==> src/rtl/ams_pkg.sv <==
package ams_pkg;
  localparam int DW = 8;
  localparam int AW = 2 * DW;
  localparam logic [DW-1:0] STACK_PAGE = 8'h01;

  typedef enum logic [3:0] {
    M_IMPL  = 4'd0,
    M_IMM   = 4'd1,
    M_ZP    = 4'd2,
    M_ZPX   = 4'd3,
    M_ZPY   = 4'd4,
    M_ABS   = 4'd5,
    M_ABX   = 4'd6,
    M_ABY   = 4'd7,
    M_IND   = 4'd8,
    M_REL   = 4'd9,
    M_IZX   = 4'd10,
    M_IZY   = 4'd11,
    M_STACK = 4'd12
  } mode_e;

  typedef enum logic [2:0] {
    S_IDLE, S_OP0, S_OP1, S_PLO, S_PHI, S_DONE
  } state_e;
endpackage

==> src/rtl/ams_decode.sv <==
module ams_decode
  import ams_pkg::*;
(
  input  logic [DW-1:0] op_i,
  output mode_e         mode_o,
  output logic [1:0]    len_o,
  output logic          legal_o
);
  logic [3:0] row, col;
  logic       odd;
  logic [15:0] row_ok;
  mode_e      m;
  logic [1:0] l;

  assign row = op_i[7:4];
  assign col = op_i[3:0];
  assign odd = row[0];

  // legal rows per column, bit index = row
  always_comb begin
    unique case (col)
      4'h0:                row_ok = 16'hFEFF;
      4'h1, 4'h5, 4'h6,
      4'h8, 4'hD:          row_ok = 16'hFFFF;
      4'h2:                row_ok = 16'h0400;
      4'h4:                row_ok = 16'h5F04;
      4'h9:                row_ok = 16'hFEFF;
      4'hA:                row_ok = 16'h5F55;
      4'hC:                row_ok = 16'h5D54;
      4'hE:                row_ok = 16'hFDFF;
      default:             row_ok = 16'h0000;
    endcase
  end

  always_comb begin
    m = M_IMPL;
    l = 2'd0;
    unique case (col)
      4'h0: begin
        if (odd) begin
          m = M_REL; l = 2'd1;
        end else if (row == 4'h2) begin
          m = M_ABS; l = 2'd2;
        end else if (row == 4'h0 || row == 4'h4 || row == 4'h6) begin
          m = M_STACK;
        end else begin
          m = M_IMM; l = 2'd1;
        end
      end
      4'h1: begin
        m = odd ? M_IZY : M_IZX; l = 2'd1;
      end
      4'h2: begin
        m = M_IMM; l = 2'd1;
      end
      4'h4, 4'h5, 4'h6: begin
        l = 2'd1;
        if (!odd)                             m = M_ZP;
        else if (op_i == 8'h96 || op_i == 8'hB6) m = M_ZPY;
        else                                  m = M_ZPX;
      end
      4'h8: m = row[0] ? M_IMPL : (row[3] ? M_IMPL : M_STACK);
      4'h9: begin
        if (odd) begin
          m = M_ABY; l = 2'd2;
        end else begin
          m = M_IMM; l = 2'd1;
        end
      end
      4'hC, 4'hD, 4'hE: begin
        l = 2'd2;
        if (!odd)                m = (op_i == 8'h6C) ? M_IND : M_ABS;
        else if (op_i == 8'hBE)  m = M_ABY;
        else                     m = M_ABX;
      end
      default: m = M_IMPL;
    endcase
  end

  assign legal_o = row_ok[row];
  assign mode_o  = legal_o ? m : M_IMPL;
  assign len_o   = legal_o ? l : 2'd0;
endmodule

==> src/rtl/ams_seq.sv <==
module ams_seq
  import ams_pkg::*;
(
  input  logic          clk_i,
  input  logic          rst_ni,
  input  logic          start_i,
  input  logic          nxt_legal_i,
  input  mode_e         nxt_mode_i,
  input  mode_e         cur_mode_i,
  input  logic [1:0]    cur_len_i,
  input  logic [DW-1:0] x_i,
  input  logic [AW-1:0] pc_i,
  input  logic          mem_ready_i,
  input  logic [DW-1:0] mem_rdata_i,
  output logic          accept_o,
  output state_e        state_o,
  output logic          mem_req_o,
  output logic [AW-1:0] mem_addr_o,
  output logic [DW-1:0] op_lo_o,
  output logic [DW-1:0] op_hi_o,
  output logic [DW-1:0] ptr_lo_o,
  output logic [DW-1:0] ptr_hi_o
);
  state_e state_q, state_d;
  logic [DW-1:0] base_lo, ptr_page;
  logic          take;

  assign accept_o  = start_i && (state_q == S_IDLE || state_q == S_DONE);
  assign mem_req_o = (state_q == S_OP0) || (state_q == S_OP1) ||
                     (state_q == S_PLO) || (state_q == S_PHI);
  assign take      = mem_req_o && mem_ready_i;
  assign state_o   = state_q;

  // pointer location; 8-bit add wraps inside its page
  assign base_lo  = (cur_mode_i == M_IZX) ? DW'(op_lo_o + x_i) : op_lo_o;
  assign ptr_page = (cur_mode_i == M_IND) ? op_hi_o : '0;

  always_comb begin
    unique case (state_q)
      S_OP0:   mem_addr_o = pc_i;
      S_OP1:   mem_addr_o = pc_i + AW'(1);
      S_PLO:   mem_addr_o = {ptr_page, base_lo};
      S_PHI:   mem_addr_o = {ptr_page, DW'(base_lo + DW'(1))};
      default: mem_addr_o = '0;
    endcase
  end

  always_comb begin
    state_d = state_q;
    unique case (state_q)
      S_IDLE, S_DONE: begin
        if (accept_o) begin
          if (!nxt_legal_i || nxt_mode_i == M_IMPL ||
              nxt_mode_i == M_STACK || nxt_mode_i == M_IMM)
            state_d = S_DONE;
          else
            state_d = S_OP0;
        end else begin
          state_d = S_IDLE;
        end
      end
      S_OP0: if (take) begin
        if (cur_len_i == 2'd2)                               state_d = S_OP1;
        else if (cur_mode_i == M_IZX || cur_mode_i == M_IZY) state_d = S_PLO;
        else                                                 state_d = S_DONE;
      end
      S_OP1: if (take) state_d = (cur_mode_i == M_IND) ? S_PLO : S_DONE;
      S_PLO: if (take) state_d = S_PHI;
      S_PHI: if (take) state_d = S_DONE;
      default: state_d = S_IDLE;
    endcase
  end

  always_ff @(posedge clk_i or negedge rst_ni) begin
    if (!rst_ni) begin
      state_q  <= S_IDLE;
      op_lo_o  <= '0;
      op_hi_o  <= '0;
      ptr_lo_o <= '0;
      ptr_hi_o <= '0;
    end else begin
      state_q <= state_d;
      if (take) begin
        unique case (state_q)
          S_OP0:   op_lo_o  <= mem_rdata_i;
          S_OP1:   op_hi_o  <= mem_rdata_i;
          S_PLO:   ptr_lo_o <= mem_rdata_i;
          S_PHI:   ptr_hi_o <= mem_rdata_i;
          default: ;
        endcase
      end
    end
  end
endmodule

==> src/rtl/ams_ea_calc.sv <==
module ams_ea_calc
  import ams_pkg::*;
(
  input  mode_e         mode_i,
  input  logic [DW-1:0] op_lo_i,
  input  logic [DW-1:0] op_hi_i,
  input  logic [DW-1:0] ptr_lo_i,
  input  logic [DW-1:0] ptr_hi_i,
  input  logic [DW-1:0] x_i,
  input  logic [DW-1:0] y_i,
  input  logic [DW-1:0] sp_i,
  input  logic [AW-1:0] pc_i,
  output logic [AW-1:0] ea_o
);
  logic [AW-1:0] opw, ptrw, xw, yw, offs;

  assign opw  = {op_hi_i, op_lo_i};
  assign ptrw = {ptr_hi_i, ptr_lo_i};
  assign xw   = AW'(x_i);
  assign yw   = AW'(y_i);
  assign offs = {{(AW-DW){op_lo_i[DW-1]}}, op_lo_i};

  always_comb begin
    unique case (mode_i)
      M_IMM:   ea_o = pc_i;
      M_ZP:    ea_o = {{(AW-DW){1'b0}}, op_lo_i};
      M_ZPX:   ea_o = {{(AW-DW){1'b0}}, DW'(op_lo_i + x_i)};
      M_ZPY:   ea_o = {{(AW-DW){1'b0}}, DW'(op_lo_i + y_i)};
      M_ABS:   ea_o = opw;
      M_ABX:   ea_o = opw + xw;
      M_ABY:   ea_o = opw + yw;
      M_IND,
      M_IZX:   ea_o = ptrw;
      M_IZY:   ea_o = ptrw + yw;
      M_REL:   ea_o = pc_i + AW'(1) + offs;
      M_STACK: ea_o = {STACK_PAGE, sp_i};
      default: ea_o = '0;
    endcase
  end
endmodule

==> src/rtl/addr_mode_seq.sv <==
module addr_mode_seq
  import ams_pkg::*;
(
  input  logic          clk_i,
  input  logic          rst_ni,
  input  logic          start_i,
  input  logic [7:0]    opcode_i,
  input  logic [7:0]    x_i,
  input  logic [7:0]    y_i,
  input  logic [7:0]    sp_i,
  input  logic [15:0]   pc_i,
  input  logic [7:0]    mem_rdata_i,
  input  logic          mem_ready_i,
  output logic          mem_req_o,
  output logic [15:0]   mem_addr_o,
  output logic          done_o,
  output logic [15:0]   ea_o,
  output logic [3:0]    mode_o,
  output logic [1:0]    len_o,
  output logic          illegal_o
);
  logic [DW-1:0] op_q, x_q, y_q, sp_q;
  logic [AW-1:0] pc_q;
  logic          accept;
  state_e        state_q;
  mode_e         nxt_mode, cur_mode;
  logic [1:0]    nxt_len, cur_len;
  logic          nxt_legal, cur_legal;
  logic [DW-1:0] op_lo, op_hi, ptr_lo, ptr_hi;

  // incoming opcode steers the accept branch; held opcode drives outputs
  ams_decode u_dec_nxt (.op_i(opcode_i), .mode_o(nxt_mode), .len_o(nxt_len), .legal_o(nxt_legal));
  ams_decode u_dec_cur (.op_i(op_q),     .mode_o(cur_mode), .len_o(cur_len), .legal_o(cur_legal));

  always_ff @(posedge clk_i or negedge rst_ni) begin
    if (!rst_ni) begin
      op_q <= 8'hEA;
      x_q  <= '0;
      y_q  <= '0;
      sp_q <= '0;
      pc_q <= '0;
    end else if (accept) begin
      op_q <= opcode_i;
      x_q  <= x_i;
      y_q  <= y_i;
      sp_q <= sp_i;
      pc_q <= pc_i;
    end
  end

  ams_seq u_seq (
    .clk_i       (clk_i),
    .rst_ni      (rst_ni),
    .start_i     (start_i),
    .nxt_legal_i (nxt_legal),
    .nxt_mode_i  (nxt_mode),
    .cur_mode_i  (cur_mode),
    .cur_len_i   (cur_len),
    .x_i         (x_q),
    .pc_i        (pc_q),
    .mem_ready_i (mem_ready_i),
    .mem_rdata_i (mem_rdata_i),
    .accept_o    (accept),
    .state_o     (state_q),
    .mem_req_o   (mem_req_o),
    .mem_addr_o  (mem_addr_o),
    .op_lo_o     (op_lo),
    .op_hi_o     (op_hi),
    .ptr_lo_o    (ptr_lo),
    .ptr_hi_o    (ptr_hi)
  );

  ams_ea_calc u_ea (
    .mode_i   (cur_mode),
    .op_lo_i  (op_lo),
    .op_hi_i  (op_hi),
    .ptr_lo_i (ptr_lo),
    .ptr_hi_i (ptr_hi),
    .x_i      (x_q),
    .y_i      (y_q),
    .sp_i     (sp_q),
    .pc_i     (pc_q),
    .ea_o     (ea_o)
  );

  assign done_o    = (state_q == S_DONE);
  assign mode_o    = cur_mode;
  assign len_o     = cur_len;
  assign illegal_o = !cur_legal;
endmodule

==> config.mk <==
export PLATFORM = sky130hd
export DESIGN_NAME = addr_mode_seq
export DESIGN_NICKNAME = d
export VERILOG_FILES = /design/src/rtl/ams_pkg.sv /design/src/rtl/ams_decode.sv /design/src/rtl/ams_seq.sv /design/src/rtl/ams_ea_calc.sv /design/src/rtl/addr_mode_seq.sv
export SDC_FILE = /design/constraint.sdc
export NUM_CORES = 1
export LEC_CHECK = 0
export ABC_AREA = 1
export BUFFER_PORTS_ARGS = -buffer_cell sky130_fd_sc_hd__buf_2
export CORE_MARGIN = 2
export CORE_UTILIZATION = 45
export DETAILED_ROUTE_END_ITERATION = 7
export SETUP_SLACK_MARGIN = 0.15
export SLEW_MARGIN = 15
export SYNTH_ARGS = -nofsm -noshare
export SYNTH_HDL_FRONTEND = slang
export SYNTH_SLANG_ARGS = --single-unit
==> constraint.sdc <==
create_clock -name clk_i -period 11.65 [get_ports clk_i]
set_input_delay 0 -clock clk_i [delete_from_list [all_inputs] [get_ports clk_i]]
set_output_delay 0 -clock clk_i [all_outputs]
set_load 0.03 [all_outputs]
After elaboration in Yosys (flattened, before gate mapping)
Memories as Yosys holds them, arrays and structs flattened.
Index checks and enable logic that the tools add are counted.
{"block": "op_classes", "eq_ne": 58, "order_cmp": 2, "muxes": 52, "add_sub_neg": 8, "reduce_logical": 36}
{"cell": "16-bit case mux with 11 select lines", "n": 1}
{"cell": "4-bit 2-to-1 mux", "n": 18}
{"cell": "4-bit equality test (second input constant)", "n": 16}
{"cell": "16-bit case mux with 4 select lines", "n": 1}
{"cell": "4-bit by 3-bit equality test with 1-bit output (second input constant)", "n": 14}
{"cell": "4-bit case mux with 7 select lines", "n": 2}
{"cell": "16-bit by 8-bit adder with 16-bit output", "n": 3}
{"cell": "8-bit equality test (second input constant)", "n": 6}
{"cell": "3-bit 2-to-1 mux", "n": 13}
{"cell": "4-bit by 2-bit equality test with 1-bit output (second input constant)", "n": 6}
{"cell": "4-bit zero test", "n": 5}
{"cell": "16-bit by 1-bit adder with 16-bit output (second input constant)", "n": 1}
{"cell": "16-bit adder", "n": 1}
{"cell": "8-bit adder", "n": 2}
{"cell": "4-bit by 1-bit equality test with 1-bit output (second input constant)", "n": 4}
{"cell": "8-bit by 7-bit equality test with 1-bit output (second input constant)", "n": 2}
{"cell": "8-bit 2-to-1 mux", "n": 2}
{"cell": "3-bit case mux with 5 select lines", "n": 1}
{"cell": "1-bit logical OR", "n": 14}
{"cell": "3-bit OR reduction", "n": 4}
{"cell": "4-bit by 5-bit less-than comparator with 1-bit output (second input constant)", "n": 2}
{"cell": "8-bit by 1-bit adder with 8-bit output (second input constant)", "n": 1}
{"cell": "1-bit binary-select mux with 4-bit select", "n": 2}
{"cell": "2-bit 2-to-1 mux", "n": 4}
{"cell": "other kinds (14)", "n": 31}
{"block": "word_totals", "romBits": 512, "n_memories": 2, "in_bits": 60, "word_cells": 168, "out_inout_bits": 41, "register_bits": 83}
{"memory": "(name not given)", "words": 16, "width": 16, "rd": 1, "rd_clocked_by_memory_dff": 0, "wr": 0, "line": "ams_decode.sv:21", "source": "unique case (col)"}
{"memory": "(name not given)", "words": 16, "width": 16, "rd": 1, "rd_clocked_by_memory_dff": 0, "wr": 0, "line": "ams_decode.sv:21"}

Logic depth before layout (Yosys ltp)
Gate-level depths: netlist (run 1).
{"block": "logic_depth", "word_depth": 15, "depth_mapped": 33, "depth_no_buf": 30}

Hierarchy
Synthesis (run 1) repeated with hierarchy kept, for this count alone.
{"block": "unflattened", "cells_unflattened": 1476, "area_unflattened_um2": 9069.9}
{"mod": "ams_ea_calc", "seq_area_each_um2": 0.0, "instances": 1, "cells_each": 629, "area_each_um2": 3353.2}
{"mod": "ams_seq", "seq_area_each_um2": 875.8, "instances": 1, "cells_each": 407, "area_each_um2": 2722.6}
{"mod": "addr_mode_seq", "seq_area_each_um2": 1207.4, "instances": 1, "cells_each": 206, "area_each_um2": 1823.0}
{"mod": "ams_decode", "seq_area_each_um2": 0.0, "instances": 2, "cells_each": 117, "area_each_um2": 585.6}

Worst setup path after synthesis (run 1)
Ideal clock, no wire load.
{"block": "synth_path", "path_type": "flip-flop to output port", "startpoint": "register op_q[1]", "endpoint": "output ea_o[12]", "path_buffers": 3, "arrival_ps": 4372, "slack_ps": 7278, "stages_incl_launch_ff": 32, "t_required_ps": 11650, "cell_sequence": "dfstp_2 inv_1 ha_1 inv_1 nand2_1 nand2_2 inv_2 nand2_1 nand2_2 nand2_2 a21oi_4 nand3_2 nor2_4 nand2_2 buf_6 buf_6 clkbuf_1 o21ai_0 ha_1 inv_1 fa_1 inv_1 nand3_1 nand2_1 a31oi_1 o21ai_0 nand3_1 nor2_4 inv_2 o21bai_1 nand3_1 nand2_1"}
{"block": "synth_between", "elab_chain_len": 9, "elab_cells_between_ends": 42, "cone_classes": "26 x eq/ne; 10 x mux; 5 x reduce/logical; 1 x memory"}
{"element": "from (decl)", "line": "addr_mode_seq.sv:22", "source": "logic [DW-1:0] op_q, x_q, y_q, sp_q;"}
{"element": "from (signal assigned)", "line": "addr_mode_seq.sv:43", "source": "op_q <= opcode_i;"}
{"element": "branches (longest 5 deep; another with memory 16 x 16 bit)"}
{"element": "4-bit 2-to-1 mux (*)", "line": "ams_decode.sv:81", "source": "assign mode_o = legal_o ? m : M_IMPL;"}
{"element": "4-bit equality test", "line": "ams_ea_calc.sv:24", "source": "unique case (mode_i)"}
{"element": "2-bit OR reduction", "line": "ams_ea_calc.sv:24"}
{"element": "16-bit case mux with 11 select lines (*)", "line": "ams_ea_calc.sv:24"}
{"element": "to (decl)", "line": "addr_mode_seq.sv:17", "source": "output logic [15:0] ea_o,"}
Mark *: on every way between the ends. The select of a mux whose other input is x is not followed.

Final worst setup path (run 1)
Ends and elaborated chain as after synthesis.

==> flow_metrics.env, run 1 <==
export IMPL_initial_core_util=0.464
export IMPL_coreArea_mm2=0.0174
export IMPL_gp_congestion=0.955
export IMPL_min_path_type="primary input to register"
export IMPL_antenna_left=0
export IMPL_yosys_top_cells_area="dfrtp_1, nand2_1, ha_1"
export IMPL_cts_tree="done"
export IMPL_grt_pass1_vias=7830
export IMPL_worstPathMaxFanout=30
export IMPL_first_iter_violations=622
export IMPL_relSlewSlack=0.315
export IMPL_required_ns=11.65
export IMPL_drc_errors=0
export IMPL_io_pins=101
export IMPL_critPathLaunchType="register"
export IMPL_slew_violations=0
export IMPL_synth_top_cells_by_count="nand2_1, inv_1, nor2_1"
export IMPL_run_status="finished, final reports clean"
export IMPL_firstDrtPassIters=5
export IMPL_antenna_found_initial=0
export IMPL_overflow=0
export IMPL_wl_mm=25.7
export IMPL_layout_nets=1453
export IMPL_synth_seq_area_share=0.258
export IMPL_die_x_um=138
export IMPL_ys_warn_count=0
export IMPL_finClkSkew_ns=0.00923
export IMPL_dp_hpwl_mm=20.3
export IMPL_finalSetupViolations=0
export IMPL_die_height_um=138
export IMPL_root_buffer="clkbuf_16"
export IMPL_synth_top_area_cell="dfrtp_1"
export IMPL_n_antenna_cell=0
export IMPL_min_delay_start="mem_rdata_i[0]"
export IMPL_fillers=1781
export IMPL_fin_crit_sh=0.471
export IMPL_max_cap_viol_count=0
export IMPL_worstSkewPairLatency_ns=0.36
export IMPL_area_delta_synth_final_pct=17.6
export IMPL_synthFlopType="dfrtp_1"
export IMPL_netlist_area_leader_share=0.242
export IMPL_cp_arrival_ns=5.48
export IMPL_drive_gt1_frac=0.154
export IMPL_end_kind="primary output"
export IMPL_cts_resized=0
export IMPL_die_area_mm2=0.0190
export IMPL_crit_path_top_delay_cell="dfstp_2"
export IMPL_port_buffers=100
export IMPL_synth_async_reset_ratio=1.00
export IMPL_rsz0062_at_grt="no"
export IMPL_ctsLongestPathBuffers=2
export IMPL_via_count=8498
export IMPL_clk_pin_slew_worst_paths_ns=0.07
export IMPL_rr_startpoint="op_q[1]"
export IMPL_critPathMaxStageDelay_ns=0.62
export IMPL_tightest_slew_ns=1.03
export IMPL_synth_edff_count=0
export IMPL_gr_usage_met2=0.442
export IMPL_grt_max_degree=78
export IMPL_synth_most_common_cell="nand2_1"
export IMPL_cts_sinks=83
export IMPL_grt_busiest_layer="met2"
export IMPL_crit_start="op_q[1]"
export IMPL_grt_usage=0.282
export IMPL_wl_per_cell_um=16.4
export IMPL_syn_inst=1205
export IMPL_syn_nets=1320
export IMPL_htreeDepth=3
export IMPL_finalCriticalPeriod_ns=5.48
export IMPL_fp_row_count=48
export IMPL_cts_buffers=9
export IMPL_hold_violations=0
export IMPL_syn_area_per_cell_um2=6.70
export IMPL_max_freq_ghz=0.182
export IMPL_ys_ff_latch=83
export IMPL_synth_area_mm2=0.00808
export IMPL_synth_cell_type_count=55
export IMPL_gr_usage_met3=0.0409
export IMPL_setup_tns_ns=0
export IMPL_vias_per_cell=5.42
export IMPL_grt_first_pass_wirelength_mm=41.2
export IMPL_path_class="register to primary output"
export IMPL_grtUsageMet1=0.404
## sequential cells by signal, indices dropped and copies added, names as in the netlist
register,count
pc_q,16
op_q,8
sp_q,8
u_seq.op_hi_o,8
u_seq.op_lo_o,8
u_seq.ptr_hi_o,8
u_seq.ptr_lo_o,8
x_q,8
y_q,8
u_seq.state_o,3
## routing by layer
layer | vias up | routed length [um]
met1 | 3911 | 12500
li1 | 4264 | -
met5 | - | 0
met2 | 285 | 11300
met4 | 0 | 583
met3 | 38 | 1390
## repair_timing
action / 4_1_cts / 5_1_grt
hold endpoints to repair: 62 / 0
hold buffers: 49 / 0
setup buffers: 0 / 0
## metrics by stage
stage	area (um^2)	hold WS (ns)	cells	utilization	setup WS (ns)
2_1_floorplan	8080	-0.296	1205	-	7.28
3_3_place_gp	8720	-0.183	1503	0.501	6.76
3_5_place_dp	8720	-0.185	1503	0.501	6.62
4_1_cts	9500	0.00154	1568	0.545	6.20
5_1_grt	9500	0.0152	1568	0.545	5.66
6_report	9500	0.00835	1568	0.545	6.17
## final cells by class
cell class / count / area, um^2 / share of cell area
well taps: 225 / 282 / 0.0296
multi-input cells: 925 / 5200 / 0.547
flip-flops and latches: 83 / 2080 / 0.219
repair buffers: 153 / 1020 / 0.108
inverters: 166 / 628 / 0.0661
clock buffers: 9 / 225 / 0.0237
clock inverters: 7 / 58.8 / 0.00619
## cell usage in the layout (no fill, tap or decap), types with 4 or more instances in the layout
cell type and instances:
nand2_1 293, inv_1 155, nor2_1 122, buf_2 99, o21ai_0 90, nand3_1 79
dfrtp_1 78, a21oi_1 72, ha_1 51, dlygate4sd3_1 49, xor2_1 26, mux2_2 25
nand2_2 19, nor3_1 17, o211ai_1 13, o22ai_1 12, nand4_1 10, o2111ai_1 10
clkbuf_16 9, nor2_2 8, o221ai_1 8, inv_2 6, o21bai_1 6, or2_2 5
xnor2_1 5, a31oi_1 5, a211oi_1 5, buf_4 5, dfstp_2 5, nor2_4 4
fa_1 4
## worst max-delay path, delay by kind of cell, from the launching register on
| family | cells | cell delay, ns |
|---|---|---|
| AOI/OAI and AO/OA | 5 | 1.14 |
| DFF | 1 | 0.62 |
| buffers and inverters | 7 | 0.61 |
| and+or+nand+nor | 14 | 2.03 |
| adders and majority gates | 2 | 0.70 |
## kinds of logic after synthesis
group | Yosys count | synth area share
flip-flops | 83 | 0.258
multiplexers | 25 | 0.0349
AND/OR/NAND/NOR | 569 | 0.304
buffers and inverters | 197 | 0.0988
AO/OA/AOI/OAI | 245 | 0.182
adder cells (fa/ha/maj) | 55 | 0.0889
XOR/XNOR | 31 | 0.0336
## path summary, 6_finish.rpt
kind,slack [ns],to,cells past startpoint
max reg2reg,8.40,u_seq.state_o[2],17
max,6.17,ea_o[12],28
min in group asynchronous,0.42,op_q[0],3
max in group asynchronous,10.52,pc_q[4],3
min,0.008,u_seq.op_lo_o[0],3
min reg2reg,0.49,u_seq.ptr_lo_o[5],2
Power of run 1 is not shown: default switching activity piles up to over one toggle a cycle in this logic, so the estimate is an artifact.
==> inputs of run 2 (changes only) <==
Clock period 11.65 ns to 5.35 ns, I/O delays scaled along.
==> run 2 against run 1 <==
  * Global-route usage increased by 0.19 points
  * Highest routed layer unchanged
  * Sequential cell count unchanged
  * Die area unchanged
  * Setup slack got worse by 5.6 ns
  * Cell count rose by 0.19%
  * Sequential share of layout area fell by 0.081 points
  * Critical path type unchanged
  * Routed wire length increased by 2.0%
  * Clock skew fell by 0.0040 ns
  * Worst hold slack gained 0.031 ns
  * Via count is essentially flat
  * Core utilization is 0.20 points higher
==> flow_metrics.env, run 2 (synthesized netlist as in run 1, its figures left out) <==
export IMPL_run_status="finished, final reports clean"
export IMPL_place_ws_ns=0.525
export IMPL_min_path_cells=3
export IMPL_finalCriticalPeriod_ns=4.83
export IMPL_grt_first_pass_wirelength_mm=41.2
export IMPL_worstSkewPairLatency_ns=0.35
export IMPL_final_common_cell="nand2_1"
export IMPL_io_pins=101
export IMPL_layout_nets=1456
export IMPL_required_ns=5.35
export IMPL_critPathLaunchType="register"
export IMPL_min_to="u_seq.op_hi_o[2]"
export IMPL_ctsLongestPathBuffers=2
export IMPL_overflow=0
export IMPL_cp_arrival_ns=4.83
export IMPL_firstDrtPassIters=5
export IMPL_largest_reg_flops=16
export IMPL_min_path_type="primary input to register"
export IMPL_top_register="pc_q"
export IMPL_antenna_found_initial=0
export IMPL_setup_tns_ns=0
export IMPL_fillers=1780
export IMPL_first_iter_violations=641
export IMPL_mostFrequentLayoutCells="nand2_1, inv_1, nor2_1"
export IMPL_fp_row_count=48
export IMPL_antenna_left=0
export IMPL_min_delay_start="mem_rdata_i[2]"
export IMPL_die_area_mm2=0.0190
export IMPL_hold_violations=0
export IMPL_crit_path_top_delay_cell="dfstp_2"
export IMPL_gp_congestion=0.975
export IMPL_finClkSkew_ns=0.00528
export IMPL_rr_startpoint="op_q[1]"
export IMPL_max_cap_viol_count=0
export IMPL_layout_setup_ws_ns=0.523
export IMPL_rsz0062_at_grt="no"
export IMPL_end_kind="primary output"
export IMPL_critPathMaxStageDelay_ns=0.62
export IMPL_dp_hpwl_mm=20.5
export IMPL_drc_errors=0
export IMPL_slew_violations=0
export IMPL_via_count=8504
export IMPL_port_buffers=100
export IMPL_wl_mm=26.3
export IMPL_cts_tree="done"
export IMPL_tightest_slew_ns=1.06
export IMPL_root_buffer="clkbuf_16"
export IMPL_htreeDepth=3
export IMPL_vias_per_cell=5.41
export IMPL_relSlewSlack=0.296
export IMPL_r2r_slack_ns=2.32
export IMPL_finalSetupViolations=0
export IMPL_grt_pass1_vias=7900
export IMPL_cts_sinks=83
export IMPL_die_height_um=138
export IMPL_path_class="register to primary output"
export IMPL_initial_core_util=0.464
export IMPL_area_delta_synth_final_pct=18.0
export IMPL_clk_pin_slew_worst_paths_ns=0.07
export IMPL_drive_gt1_frac=0.155
export IMPL_cts_buffers=9
export IMPL_fin_crit_sh=0.902
export IMPL_n_antenna_cell=0
export IMPL_wl_per_cell_um=16.7
export IMPL_timing_rr_end="u_seq.state_o[2]"
export IMPL_grt_max_degree=80
export IMPL_max_freq_ghz=0.207
export IMPL_reg2regPathDepth=14
export IMPL_worstPathMaxFanout=14
export IMPL_grt_usage=0.284
export IMPL_die_x_um=138
export IMPL_coreArea_mm2=0.0174
run 2: changes by cell type in the layout (fill, tap and decap cells not counted), sizes merged:
cell	before	now
clkinv	5	4
inv	167	165
clkinvlp	1	3
buf	104	105
clkbuf	9	10
dlygate4sd3	49	51
run 2: per-layer routing:
layer | global-route usage | part of all wire | vias to the layer above
met1 | 0.404 | 0.48 | 3936
met4 | 0.0964 | 0.026 | 0
li1 | - | - | 4277
met5 | 0 | 0 | -
met3 | 0.0398 | 0.049 | 44
met2 | 0.443 | 0.44 | 247
run 2: metrics by stage:
stage                util  hold WS, ns  area [um^2]  cells
global placement    0.501       -0.195         8720   1503
CTS                 0.547       0.0162         9520   1571
finish              0.547       0.0393         9530   1571
floorplan               -       -0.296         8080   1205
detailed placement  0.501       -0.198         8720   1503
global route        0.547       0.0277         9530   1571
run 2: worst max-delay path by stage:
stage / startpoint / endpoint / slack [ns] / depth (start not counted)
6_report: op_q[1] / ea_o[12] / 0.52 / 29
5_1_grt: op_q[1] / ea_o[12] / 0.16 / 29
4_1_cts: op_q[1] / ea_o[12] / 0.30 / 29
3_5_place_dp: op_q[1] / ea_o[12] / 0.52 / 29
3_3_place_gp: op_q[1] / ea_o[12] / 0.75 / 30
2_1_floorplan: op_q[1] / ea_o[12] / 0.98 / 31
run 2: area by class of cell:
| cell class | count | area, um^2 | area share |
|---|---|---|---|
| clock buffers | 10 | 229 | 0.0240 |
| clock inverters | 6 | 48.8 | 0.00512 |
| inverters | 166 | 628 | 0.0659 |
| multi-input cells | 925 | 5210 | 0.547 |
| flip-flops and latches | 83 | 2080 | 0.219 |
| well taps | 225 | 282 | 0.0295 |
| repair buffers | 156 | 1050 | 0.110 |
run 2: timing repair:
item | CTS | global route
gates resized for setup | 0 | 5
pin swaps | 1 | 0
setup buffers | 1 | 0
hold buffers | 51 | 0
hold endpoints to repair | 62 | 0
setup endpoints to repair | 1 | 6
run 2: worst max-delay path: cells and delay by family (launching register included):
family | cells | cell delay (ns)
buffers and inverters | 7 | 0.57
DFF | 1 | 0.62
adders and majority gates | 3 | 0.82
and+or+nand+nor | 14 | 1.57
AOI/OAI and AO/OA | 5 | 0.88
Power of run 2 is left out for the same reason.
==> inputs of run 3 (changes only) <==
Clock period 5.35 ns to 4.5 ns, I/O delays scaled along.
==> run 3 against run 2 <==
  * Sequential cell count stayed put
  * Critical path type unchanged
  * Non-clock buffer count rose by 13
  * Highest routed layer unchanged
  * Clock skew rose by 0.0029 ns
  * Critical path depth is 2 higher
==> flow_metrics.env, run 3 (synthesized netlist as in run 1, its figures left out) <==
export IMPL_min_to="u_seq.ptr_hi_o[4]"
export IMPL_holdWs_ns=0.0148
export IMPL_first_iter_violations=630
export IMPL_root_buffer="clkbuf_16"
export IMPL_crit_start="op_q[1]"
export IMPL_fillers=1769
export IMPL_crit_top_cell="nand2_2"
export IMPL_grt_max_degree=53
export IMPL_cp_arrival_ns=4.26
export IMPL_critPathLaunchType="register"
export IMPL_coreArea_mm2=0.0174
export IMPL_min_path_type="primary input to register"
export IMPL_ctsLongestPathBuffers=2
export IMPL_path_class="register to primary output"
export IMPL_die_height_um=138
export IMPL_worst_path_buf_inv=4
export IMPL_antenna_left=0
export IMPL_regArea_mm2=0.00208
export IMPL_drive_gt1_frac=0.193
export IMPL_finalCriticalPeriod_ns=4.26
export IMPL_die_area_mm2=0.0190
export IMPL_n_antenna_cell=0
export IMPL_cts_tree="done"
export IMPL_r2r_slack_ns=1.72
export IMPL_antenna_found_initial=0
export IMPL_place_ws_ns=0.178
export IMPL_cp_top_family="simple AND/OR/NAND/NOR gates"
export IMPL_final_common_cell="nand2_1"
export IMPL_crit_path_top_delay_cell="dfstp_2"
export IMPL_firstDrtPassIters=5
export IMPL_critPathMaxStageDelay_ns=0.56
export IMPL_gp_congestion=0.984
export IMPL_max_freq_ghz=0.235
export IMPL_via_count=8538
export IMPL_cts_sinks=83
export IMPL_fin_crit_sh=0.946
export IMPL_initial_core_util=0.464
export IMPL_grt_usage=0.279
export IMPL_finalSetupViolations=0
export IMPL_final_util=0.567
export IMPL_dp_hpwl_mm=20.2
export IMPL_mostFrequentLayoutCells="nand2_1, inv_1, nor2_1"
export IMPL_cts_buffers=9
export IMPL_overflow=0
export IMPL_port_buffers=100
export IMPL_worstPathMaxFanout=7
export IMPL_timing_rr_end="u_seq.state_o[1]"
export IMPL_wl_per_cell_um=16.4
export IMPL_largest_reg_flops=16
export IMPL_wl_mm=26.0
export IMPL_fp_row_count=48
export IMPL_relSlewSlack=0.318
export IMPL_required_ns=4.50
export IMPL_hold_violations=0
export IMPL_finClkSkew_ns=0.00819
export IMPL_die_x_um=138
export IMPL_cp_num_cells=31
export IMPL_area_delta_synth_final_pct=22.2
export IMPL_grt_first_pass_wirelength_mm=40.6
export IMPL_layout_setup_ws_ns=0.243
export IMPL_max_cap_viol_count=0
export IMPL_slew_violations=0
export IMPL_htreeDepth=3
export IMPL_io_pins=101
export IMPL_multi_input_area_mm2=0.00540
export IMPL_tightest_slew_ns=1.02
export IMPL_end_kind="primary output"
export IMPL_top_register="pc_q"
export IMPL_worstSkewPairLatency_ns=0.36
export IMPL_reg2regPathDepth=19
export IMPL_min_path_cells=3
export IMPL_rr_startpoint="op_q[1]"
export IMPL_drc_errors=0
export IMPL_clk_pin_slew_worst_paths_ns=0.07
export IMPL_layout_nets=1469
export IMPL_grt_pass1_vias=7690
export IMPL_vias_per_cell=5.39
export IMPL_min_delay_start="mem_rdata_i[4]"
export IMPL_run_status="finished, final reports clean"
export IMPL_rsz0062_at_grt="yes"
run 3: how the worst max path moves through the flow:
stage | end | slack [ns]
5_1_grt | ea_o[15] | -0.01
2_1_floorplan | ea_o[12] | 0.18
3_5_place_dp | ea_o[12] | 0.18
4_1_cts | ea_o[12] | 0.17
3_3_place_gp | ea_o[12] | 0.28
6_report | ea_o[15] | 0.24
run 3: layout make-up:
cell class / count / share of cell area
Multi-Input combinational cell: 925 / 0.547
Inverter: 166 / 0.0639
Timing Repair Buffer: 169 / 0.121
Sequential cell: 83 / 0.211
Clock buffer: 9 / 0.0228
Clock inverter: 7 / 0.00583
Tap cell: 225 / 0.0285
run 3: timing repair:
item,in CTS,in global routing
pin swaps,7,22
resized for setup,12,65
hold buffers,50,0
endpoints found under the hold margin,100,0
setup endpoints to repair,8,11
setup buffers,5,7
run 3: through the flow:
| step | area [um^2] | std cells | setup TNS (ns) |
|---|---|---|---|
| 2_1_floorplan | 8080 | 1205 | 0 |
| 3_3_place_gp | 8750 | 1506 | 0 |
| 3_5_place_dp | 8750 | 1506 | 0 |
| 4_1_cts | 9600 | 1577 | 0 |
| 5_1_grt | 9870 | 1584 | -0.0141 |
| 6_report | 9870 | 1584 | 0 |
run 3: layer usage:
layer  global-route usage  up-vias  wire [um]
met2                0.433      248      11600
met1                0.404     3972      12500
met3               0.0358       28       1410
met5                    0        -          0
li1                     -     4290          -
met4               0.0816        0        518
run 3: tightest hold or removal path: stages:
cell     delay (ns)
buf_2          0.07
inv_1          0.10
o21ai_0        0.17
Power of run 3 is left out for the same reason.
